$ cat src/rtl/ccd_seq_pkg.sv
package ccd_seq_pkg;

  typedef enum logic [2:0] {
    ST_CLEAR = 3'd0,
    ST_DIODE = 3'd1,
    ST_VXFER = 3'd2,
    ST_LINE  = 3'd3,
    ST_SHUT  = 3'd4
  } seq_state_t;

  typedef struct packed {
    logic       dual;
    logic       bin;
    logic [2:0] multi;
    logic [2:0] shut;
  } seq_cfg_t;

  function automatic int imax(input int a, input int b);
    return (a > b) ? a : b;
  endfunction

endpackage

$ cat src/rtl/ccd_seq_cfg.sv
module ccd_seq_cfg
  import ccd_seq_pkg::*;
(
  input  logic     clk,
  input  logic     rst,
  input  logic     load,
  input  seq_cfg_t cfg_in,
  output seq_cfg_t cfg_q
);
  always_ff @(posedge clk) begin
    if (rst) cfg_q <= '0;
    else if (load) cfg_q <= cfg_in;
  end
endmodule

$ cat src/rtl/ccd_seq_fsm.sv
module ccd_seq_fsm
  import ccd_seq_pkg::*;
#(
  parameter int T3P         = 750,
  parameter int TV3         = 360,
  parameter int T3D         = 750,
  parameter int TDD         = 1500,
  parameter int VPERIOD     = 604,
  parameter int LINE_SINGLE = 4200,
  parameter int LINE_DUAL   = 2144,
  parameter int FRAME_LINES = 2736,
  parameter int SHUT_STEP   = 342,
  parameter int TSHUT       = 210,
  parameter int TW          = 13,
  parameter int LW          = 12
)(
  input  logic          clk,
  input  logic          rst,
  input  logic          en,
  input  logic [2:0]    multi_in,
  input  seq_cfg_t      cfg,
  output seq_state_t    state,
  output logic [TW-1:0] tcnt,
  output logic [1:0]    dphase,
  output logic [LW-1:0] lcnt,
  output logic          seen
);
  logic [2:0]    skip;
  logic          bin_ph;
  logic [TW-1:0] plen, llen;
  logic [LW-1:0] ltot, lnext;
  logic [31:0]   shut_line;
  logic          shut_hit;

  always_comb begin
    case (dphase)
      2'd0:    plen = TW'(T3P);
      2'd1:    plen = TW'(TV3);
      2'd2:    plen = TW'(T3D);
      default: plen = TW'(TDD);
    endcase
    llen      = cfg.dual ? TW'(LINE_DUAL) : TW'(LINE_SINGLE);
    ltot      = cfg.bin ? LW'(FRAME_LINES / 2) : LW'(FRAME_LINES);
    lnext     = lcnt + 1'b1;
    shut_line = 32'(SHUT_STEP) * 32'(cfg.shut);
    shut_hit  = (cfg.shut != 3'd0) && (shut_line == 32'(lnext));
  end

  always_ff @(posedge clk) begin
    if (rst) begin
      state  <= ST_CLEAR;
      tcnt   <= '0;
      dphase <= '0;
      lcnt   <= '0;
      seen   <= 1'b0;
      skip   <= '0;
      bin_ph <= 1'b0;
    end else if (en) begin
      case (state)
        ST_CLEAR: begin
          tcnt   <= '0;
          dphase <= '0;
          lcnt   <= '0;
          bin_ph <= 1'b0;
          if (skip == 3'd0) begin
            skip  <= multi_in;
            state <= ST_DIODE;
          end else begin
            skip  <= skip - 3'd1;
            state <= ST_VXFER;
          end
        end
        ST_DIODE: begin
          if (tcnt == plen - 1'b1) begin
            tcnt <= '0;
            if (dphase == 2'd3) begin
              seen  <= 1'b1;
              state <= ST_VXFER;
            end else begin
              dphase <= dphase + 2'd1;
            end
          end else begin
            tcnt <= tcnt + 1'b1;
          end
        end
        ST_VXFER: begin
          if (tcnt == TW'(VPERIOD - 1)) begin
            tcnt <= '0;
            if (cfg.bin && !bin_ph) begin
              bin_ph <= 1'b1;
            end else begin
              bin_ph <= 1'b0;
              state  <= ST_LINE;
            end
          end else begin
            tcnt <= tcnt + 1'b1;
          end
        end
        ST_LINE: begin
          if (tcnt == llen - 1'b1) begin
            tcnt <= '0;
            lcnt <= lnext;
            if (lnext == ltot)  state <= ST_CLEAR;
            else if (shut_hit)  state <= ST_SHUT;
            else                state <= ST_VXFER;
          end else begin
            tcnt <= tcnt + 1'b1;
          end
        end
        ST_SHUT: begin
          if (tcnt == TW'(TSHUT - 1)) begin
            tcnt  <= '0;
            state <= ST_VXFER;
          end else begin
            tcnt <= tcnt + 1'b1;
          end
        end
        default: state <= ST_CLEAR;
      endcase
    end
  end
endmodule

$ cat src/rtl/ccd_seq_out.sv
module ccd_seq_out
  import ccd_seq_pkg::*;
#(
  parameter int VDLY   = 4,
  parameter int VCCD   = 300,
  parameter int TS     = 150,
  parameter int TW     = 13,
  parameter int LW     = 12,
  parameter int PIX_W  = 13,
  parameter int VX_W   = 10
)(
  input  logic             clk,
  input  logic             rst,
  input  seq_state_t       state,
  input  logic [TW-1:0]    tcnt,
  input  logic [1:0]       dphase,
  input  logic [LW-1:0]    lcnt,
  input  logic             seen,
  input  logic             dual,
  output logic             v1_clk,
  output logic             v2_clk,
  output logic             v3rd,
  output logic             h1_clk,
  output logic             h2_clk,
  output logic             h1r_clk,
  output logic             h2r_clk,
  output logic             shut_pulse,
  output logic             integrating,
  output logic [PIX_W-1:0] pix_cnt,
  output logic [LW-1:0]    line_cnt,
  output logic [VX_W-1:0]  vx_cnt
);
  localparam logic [TW-1:0] V1_LO = TW'(VDLY);
  localparam logic [TW-1:0] V1_HI = TW'(VDLY + VCCD / 2);
  localparam logic [TW-1:0] V2_HI = TW'(VDLY + 2 * (VCCD / 2));

  logic in_line, in_vx, h1n, h2n;

  always_comb begin
    in_line = (state == ST_LINE);
    in_vx   = (state == ST_VXFER);
    h1n     = in_line && !tcnt[0];
    h2n     = in_line && tcnt[0];
  end

  always_ff @(posedge clk) begin
    if (rst) begin
      v1_clk      <= 1'b0;
      v2_clk      <= 1'b0;
      v3rd        <= 1'b0;
      h1_clk      <= 1'b0;
      h2_clk      <= 1'b0;
      h1r_clk     <= 1'b0;
      h2r_clk     <= 1'b0;
      shut_pulse  <= 1'b0;
      integrating <= 1'b0;
      pix_cnt     <= '0;
      line_cnt    <= '0;
      vx_cnt      <= '0;
    end else begin
      v1_clk      <= in_vx && (tcnt >= V1_LO) && (tcnt < V1_HI);
      v2_clk      <= ((state == ST_DIODE) && (dphase != 2'd3)) ||
                     (in_vx && (tcnt >= V1_HI) && (tcnt < V2_HI));
      v3rd        <= (state == ST_DIODE) && (dphase == 2'd1);
      h1_clk      <= h1n;
      h2_clk      <= h2n;
      h1r_clk     <= dual ? h2n : h1n;
      h2r_clk     <= dual ? h1n : h2n;
      shut_pulse  <= (state == ST_SHUT) && (tcnt < TW'(TS));
      integrating <= seen && (state != ST_DIODE);
      pix_cnt     <= in_line ? tcnt[PIX_W-1:0] : '0;
      line_cnt    <= lcnt;
      vx_cnt      <= in_vx ? tcnt[VX_W-1:0] : '0;
    end
  end
endmodule

$ cat src/rtl/ccd_readout_seq.sv
module ccd_readout_seq
  import ccd_seq_pkg::*;
#(
  parameter int T3P         = 750,
  parameter int TV3         = 360,
  parameter int T3D         = 750,
  parameter int TDD         = 1500,
  parameter int VDLY        = 4,
  parameter int VCCD        = 300,
  parameter int HDLY        = 300,
  parameter int LINE_SINGLE = 4200,
  parameter int LINE_DUAL   = 2144,
  parameter int FRAME_LINES = 2736,
  parameter int SHUT_STEP   = 342,
  parameter int TS          = 150,
  parameter int TSD         = 60,
  localparam int VPERIOD    = VDLY + VCCD + HDLY,
  localparam int PIX_W      = $clog2(imax(LINE_SINGLE, LINE_DUAL)),
  localparam int LINE_W     = $clog2(FRAME_LINES + 1),
  localparam int VX_W       = $clog2(VPERIOD)
)(
  input  logic              clk,
  input  logic              rst,
  input  logic              pix_en,
  input  logic              dual_out,
  input  logic              bin2x2,
  input  logic [2:0]        multi_frames,
  input  logic [2:0]        shut_mode,
  output logic              v1_clk,
  output logic              v2_clk,
  output logic              v3rd,
  output logic              h1_clk,
  output logic              h2_clk,
  output logic              h1r_clk,
  output logic              h2r_clk,
  output logic              shut_pulse,
  output logic              integrating,
  output logic [PIX_W-1:0]  pix_cnt,
  output logic [LINE_W-1:0] line_cnt,
  output logic [VX_W-1:0]   vx_cnt
);
  localparam int TMAX = imax(imax(imax(LINE_SINGLE, LINE_DUAL), imax(VPERIOD, TS + TSD)),
                             imax(imax(T3P, TV3), imax(T3D, TDD)));
  localparam int TW   = $clog2(TMAX + 1);

  seq_cfg_t          cfg_in, cfg_q;
  seq_state_t        state;
  logic [TW-1:0]     tcnt;
  logic [1:0]        dphase;
  logic [LINE_W-1:0] lcnt;
  logic              seen;

  assign cfg_in = '{dual: dual_out, bin: bin2x2, multi: multi_frames, shut: shut_mode};

  ccd_seq_cfg u_cfg (
    .clk(clk), .rst(rst), .load(pix_en && (state == ST_CLEAR)),
    .cfg_in(cfg_in), .cfg_q(cfg_q)
  );

  ccd_seq_fsm #(
    .T3P(T3P), .TV3(TV3), .T3D(T3D), .TDD(TDD), .VPERIOD(VPERIOD),
    .LINE_SINGLE(LINE_SINGLE), .LINE_DUAL(LINE_DUAL), .FRAME_LINES(FRAME_LINES),
    .SHUT_STEP(SHUT_STEP), .TSHUT(TS + TSD), .TW(TW), .LW(LINE_W)
  ) u_fsm (
    .clk(clk), .rst(rst), .en(pix_en), .multi_in(multi_frames), .cfg(cfg_q),
    .state(state), .tcnt(tcnt), .dphase(dphase), .lcnt(lcnt), .seen(seen)
  );

  ccd_seq_out #(
    .VDLY(VDLY), .VCCD(VCCD), .TS(TS), .TW(TW), .LW(LINE_W),
    .PIX_W(PIX_W), .VX_W(VX_W)
  ) u_out (
    .clk(clk), .rst(rst), .state(state), .tcnt(tcnt), .dphase(dphase),
    .lcnt(lcnt), .seen(seen), .dual(cfg_q.dual),
    .v1_clk(v1_clk), .v2_clk(v2_clk), .v3rd(v3rd), .h1_clk(h1_clk),
    .h2_clk(h2_clk), .h1r_clk(h1r_clk), .h2r_clk(h2r_clk),
    .shut_pulse(shut_pulse), .integrating(integrating),
    .pix_cnt(pix_cnt), .line_cnt(line_cnt), .vx_cnt(vx_cnt)
  );
endmodule

$ cat config.mk
export PLATFORM = sky130hd
export DESIGN_NAME = ccd_readout_seq
export DESIGN_NICKNAME = d
export VERILOG_FILES = /design/src/rtl/ccd_seq_pkg.sv /design/src/rtl/ccd_seq_cfg.sv /design/src/rtl/ccd_seq_fsm.sv /design/src/rtl/ccd_seq_out.sv /design/src/rtl/ccd_readout_seq.sv
export SDC_FILE = /design/constraint.sdc
export NUM_CORES = 1
export LEC_CHECK = 0
export BUFFER_PORTS_ARGS = -buffer_cell sky130_fd_sc_hd__buf_2
export CAP_MARGIN = 20
export CELL_PAD_IN_SITES_DETAIL_PLACEMENT = 1
export CELL_PAD_IN_SITES_GLOBAL_PLACEMENT = 2
export CORE_ASPECT_RATIO = 1.4
export CORE_UTILIZATION = 38
export DETAILED_ROUTE_END_ITERATION = 8
export PLACE_DENSITY_LB_ADDON = 0.1
export SLEW_MARGIN = 20
export SYNTH_ARGS = -nofsm -noshare
export SYNTH_HDL_FRONTEND = slang
export SYNTH_SLANG_ARGS = --single-unit
export TNS_END_PERCENT = 1
$ cat constraint.sdc
create_clock -name clk -period 6.3 [get_ports clk]
set_input_delay 0.315 -clock clk [delete_from_list [all_inputs] [get_ports clk]]
set_output_delay 0.315 -clock clk [all_outputs]
set_load 0.02 [all_outputs]
* After elaboration in Yosys (flattened, before gate mapping) *
Cells that the tools add are included.

cells by class
  add/subtract/negate cells = 6
  $mul = 1
  order comparisons = 5
  eq/ne operators = 22
  multiplexer cells = 29
  bitwise logic cells = 2
  reductions and logical operators = 34

operators with widths
  cell                                                                                  count
  13-bit two-way mux                                                                    5
  13-bit case mux with 5 select lines                                                   1
  3-bit two-way mux                                                                     9
  13-bit == test                                                                        2
  13-bit by 8-bit less-than comparator with 1-bit output, second input constant         2
  12-bit == test                                                                        2
  12-bit two-way mux                                                                    2
  12-bit case mux with 2 select lines                                                   1
  11-bit case mux with 2 select lines                                                   1
  3-bit case mux with 5 select lines                                                    1
  13-bit by 1-bit adder with 13-bit output, second input constant                       1
  13-bit by 10-bit == test with 1-bit output, second input constant                     1
  13-bit by 8-bit == test with 1-bit output, second input constant                      1
  13-bit by 3-bit greater-or-equal comparator with 1-bit output, second input constant  1
  13-bit by 8-bit greater-or-equal comparator with 1-bit output, second input constant  1
  1-bit logical AND                                                                     13
  13-bit by 9-bit less-than comparator with 1-bit output, second input constant         1
  13-bit by 1-bit subtractor with 13-bit output, second input constant                  1
  12-bit by 1-bit adder with 12-bit output, second input constant                       1
  11-bit by 1-bit subtractor with 12-bit output, second input constant                  1
  8-bit by 3-bit multiplier with 11-bit output, first input constant                    1
  2-bit inequality test, second input constant                                          5
  4-bit AND reduction                                                                   2
  7-bit AND reduction                                                                   1
  other kinds (24)                                                                      42

word-level totals
  register bits after elaboration = 84
  output and inout bits = 44
  word-level logic and storage cells = 121

* Longest topological paths before layout *
  depth in word-level cells = 7
  gate-level depth with buffers = 11
  depth with buffers taken out = 10

* Cells and area by module *
Synthesis repeated with hierarchy kept, for this count alone.

unflattened totals
  cells, all modules = 489
  area total of the unflattened synthesis = 4339.2 sq um

by module, submodules not included
  module           instances  cells an instance  area each (sq um)  seq. area each (sq um)
  ccd_seq_fsm      1          348                2703.8             700.7
  ccd_seq_out      1          114                1335.0             880.8
  ccd_seq_cfg      1          26                 285.3              160.2
  ccd_readout_seq  1          1                  15.0               0.0

* Worst setup path after synthesis *
Ideal clock, no wire load.

  kind = register to register
  from = register u_cfg.cfg_q[0] (netlist name)
  to = register u_fsm.state[2]
  setup time = 75 ps
  arrival = 2664 ps
  slack = 3561 ps
  stages on the path, launching flop included = 12
  buffers on the path = 1
  clock period less this slack = 2739 ps
  path through = dfxtp_1 ha_1 clkbuf_1 xor2_1 ha_1 o31a_1 or3_1 and2_1 o311ai_0 o21ai_0 a211o_1 o22ai_1

on the way
  longest elaborated chain between the ends = 7
  elaborated cells between the ends (all ways) = 8

ends and longest elaborated chain
  item                                          line                RTL
  8-bit by 3-bit multiplier with 11-bit output  ccd_seq_fsm.sv:45   shut_line = 32'(SHUT_STEP) * 32'(cfg.shut);
  12-bit == test                                ccd_seq_fsm.sv:46   shut_hit = (cfg.shut != 3'd0) && (shut_line == 32'(lnext));
  1-bit logical AND (*)                         ccd_seq_fsm.sv:46
  3-bit two-way mux (*)                         ccd_seq_fsm.sv:104  else if (shut_hit) state <= ST_SHUT;
  3-bit two-way mux (*)                         ccd_seq_fsm.sv:103  if (lnext == ltot) state <= ST_CLEAR;
  3-bit two-way mux (*)                         ccd_seq_fsm.sv:100  if (tcnt == llen - 1'b1) begin
  3-bit case mux with 5 select lines (*)        ccd_seq_fsm.sv:59   case (state)
  to (signal assigned)                          ccd_seq_fsm.sv:103
  to (signal assigned)                          ccd_seq_fsm.sv:104
  to (signal assigned)                          ccd_seq_fsm.sv:105  else state <= ST_VXFER;
  to (decl)                                     ccd_seq_fsm.sv:22   output seq_state_t state,

Mark *: on every way between the ends. The rest lies on a longest branch, timed or not. The select of a mux whose other input is x is not followed.
A chain may end at the register's enable or synchronous reset.

* Worst setup path in the final report *
  from = register u_cfg.cfg_q[1] (netlist name)
  to = register u_fsm.state[2]

on the way
  longest elaborated chain between the ends = 7
  elaborated cells between the ends (all ways) = 8

ends and longest elaborated chain
  item                                          line
  8-bit by 3-bit multiplier with 11-bit output  ccd_seq_fsm.sv:45
  12-bit == test                                ccd_seq_fsm.sv:46
  1-bit logical AND (*)                         ccd_seq_fsm.sv:46
  3-bit two-way mux (*)                         ccd_seq_fsm.sv:104
  3-bit two-way mux (*)                         ccd_seq_fsm.sv:103
  3-bit two-way mux (*)                         ccd_seq_fsm.sv:100
  3-bit case mux with 5 select lines (*)        ccd_seq_fsm.sv:59

Marked as above.

==> run_results.csv <==
group,metric,value,unit
finish,fin_nets,560,
worst_setup_path,crit_start,"u_cfg.cfg_q[1]$_SDFFE_PP0P_",
detailed_routing,drt-total-wl,11.60,mm
worst_setup_path,crit_path_start_kind,"register",
cts,clockBufferDepth,2,
placed_design,place_ws,3.213,ns
cts,post_cts_resized,0,
synthesis,synthArstFlopShare,0,%
cts,path_clk_slew,0.07,ns
worst_setup_path,critical_path_class,"register to register",
detailed_routing,vias,3668,
placed_design,place_congestion,0.8145,
cts,clock_latency,0.34,ns
global_routing,antenna_found_initial,0,
timing,report.final.slew_viol_count,0,
timing,finalSetupTns,0,ns
global_routing,grt_pass1_wl,18.56,mm
finish,diodes,0,
global_routing,grt_overflow_total,0,
synthesis,synth.top_cells.by_area,"dfxtp_1 (39%), ha_1 (4.7%), nand2_1 (4.4%)",
finish,utilization,44.70,%
finish,final_cell_area,4857,sq um
synthesis,synthFlopType,"dfxtp_1",
synthesis,avgSynthCellArea,8.550,sq um
global_routing,grt_pass1_vias,3682,
power_and_ir_drop,p_per_area,282.5,nW/um^2
detailed_routing,drtIter0Drc,145,
detailed_routing,wl_per_cell,17.09,um
detailed_routing,drc,0,
synthesis,synthCells,498,
synthesis,syn_nets,525,
timing,skew,0.007139,ns
worst_setup_path,worstPathMaxFanout,14,
status,status,"finished clean",
finish,layout.cells.non_filler,679,
timing,fmax,0.3244,GHz
global_routing,grt_max_degree,47,
die,dieArea,11640,sq um
finish,layout-drive-gt1-share,17.10,%
synthesis,ys_seq_area_share,39.49,%
placed_design,dp_hpwl,8.575,mm
timing,fin_crit_sh,48.93,%
worst_setup_path,arrival,3.35,ns
flow_run,maxCapViolCount,0,
min_path,holdCritStartpoint,"shut_mode[1]",
die,die_h,127.2,um
worst_setup_path,reg2reg_from,"u_cfg.cfg_q[1]$_SDFFE_PP0P_",
power_and_ir_drop,leakage,1.916,nW
timing,fin_ws,3.217,ns
cts,htreeDepth,3,
synthesis,synth_seq_cells,84,
die,io_pins,55,
die,num_rows,45,
die,core_area,10870,sq um
timing,finalSetupViolations,0,
finish,layout_common_cells,"dfxtp_1 (84), buf_2 (54), nand2_1 (50), nor2_1 (41), and2_1 (22)",
timing,slew_headroom,39.56,%
synthesis,synth.lib_cells_used.distinct,66,
synthesis,synth.yosys.warnings,0,
finish,syn_to_final_growth,14.08,%
cts,cts_tree,"yes",
min_path,hp-class,"input pin to register",
detailed_routing,final_antenna_net_count,0,
detailed_routing,vias_per_cell,5.402,
placed_design,placed_area,4569,sq um
timing,fin_crit,3.083,ns
worst_setup_path,crit_path_end_kind,"register",
timing,worstMarginPinSlew,0.9067,ns
timing,rsz0062_at_grt,"false",
synthesis,syn_area,4258,sq um
placed_design,dp_cells,663,
cts,cts_made_buffers,9,
finish,layout_commonest_cell,"dfxtp_1",
synthesis,synth_top_cell_area_share,39.49,%
die,initial_core_util,39.18,%
cts,ctsHoldBuffers,0,
finish,nFillCells,1341,
synthesis,synth_top_area_cell,"dfxtp_1",
die,dieWidth,91.46,um
placed_design,numPortBuffers,54,
cts,cts_sinks,84,
detailed_routing,dr.pass1.iters,4,
global_routing,grt_util_all_layers,20.39,%
synthesis,synth_edf_count,0,
cts,ctsRootBufferMaster,"clkbuf_16",
worst_setup_path,worst_ep_required_time,6.57,ns
power_and_ir_drop,vdd_drop_max,0.1237,mV
cts,cts_setup_buffers,0,
timing,finalHoldViolations,0,
==> cell usage after synthesis (all sizes together), types with 4 or more instances <==
library cell  instances
xor2                 14
nand4                 8
and2                 23
nand3                17
o21ai                22
nor4bb                4
nor2                 41
nand2                51
or3                   9
clkbuf               18
nor2b                15
a2bb2oi               4
or2                   9
and4                  6
nand2b                7
ha                   16
o311ai                4
inv                  12
buf                  13
o31ai                 8
a21oi                22
a211oi                5
nor3                 14
dfxtp                84
mux2i                 4
xnor2                18
==> final cells by class <==
| cell class | count | area [sq um] | area share (%) |
|---|---|---|---|
| tap | 141 | 176.4 | 3.632 |
| clock buffer | 9 | 225.2 | 4.637 |
| inverter | 12 | 45.04 | 0.9274 |
| multi-input combinational | 371 | 2389 | 49.18 |
| timing repair buffer | 55 | 277.8 | 5.719 |
| sequential | 84 | 1682 | 34.62 |
| clock inverter | 7 | 62.56 | 1.288 |
==> flip-flops by register name (all words and copies together) (netlist names), 2 cells and up <==
register and cells:
u_fsm.state 3, u_fsm.tcnt 13, u_fsm.skip 3, u_fsm.lcnt 12, u_cfg.cfg_q 5, u_out.vx_cnt 10, u_fsm.dphase 2, u_out.line_cnt 12
u_out.pix_cnt 13
==> cell families (layout without fill, tap and decap cells) <==
group	after synthesis	in the layout	share of synthesized area [%]
AOI/OAI and AO/OA	96	96	15.63
adders and majority gates	16	16	4.702
DFF	84	84	39.49
buffers and inverters	43	83	4.408
muxes	5	5	1.205
xor gates and xnor gates	32	32	6.582
and+or+nand+nor	222	222	27.98
==> per-stage QoR <==
stage	power, mW	hold slack (ns)
floorplan	0.7952	0.4320
global placement	0.8561	0.4563
detailed placement	0.8638	0.4559
CTS	1.390	0.2117
global route	1.445	0.2215
finish	1.372	0.2186
==> worst paths after layout <==
check                                                    to  slack, ns  cells after the start
worst min register to register      u_fsm.seen$_SDFFE_PP0P_       0.48                      2
worst max register to register  u_fsm.state[2]$_SDFFE_PP0P_       3.22                     10
worst min-delay path            u_cfg.cfg_q[1]$_SDFFE_PP0P_       0.22                      3
worst max-delay path            u_fsm.state[2]$_SDFFE_PP0P_       3.22                     10
==> where the power goes <==
group / internal [mW] / switching (mW)
clock: 0.278 / 0.246
combinational: 0.104 / 0.152
sequential: 0.555 / 0.0368
total: 0.937 / 0.435
==> per-layer routing <==
metal  global-route usage [%]  routed length [um]  vias up
li1                         -                   -     1811
met1                    21.07                4693     1809
met2                    40.73                6491       33
met3                    2.976                 180       15
met4                    7.376                 238        0
met5                        0                   0        -
==> worst max-delay path, stage by stage (launching register included) <==
cell and delay, ns:
dfxtp_1 0.60, ha_1 0.31, ha_1 0.27, ha_1 0.23, o31a_1 0.23, or3_1 0.33
and2_1 0.17, o311ai_0 0.30, o21ai_0 0.18, a211o_1 0.25, o22ai_1 0.13
No activity file was read; power rests on OpenSTA's default activity.
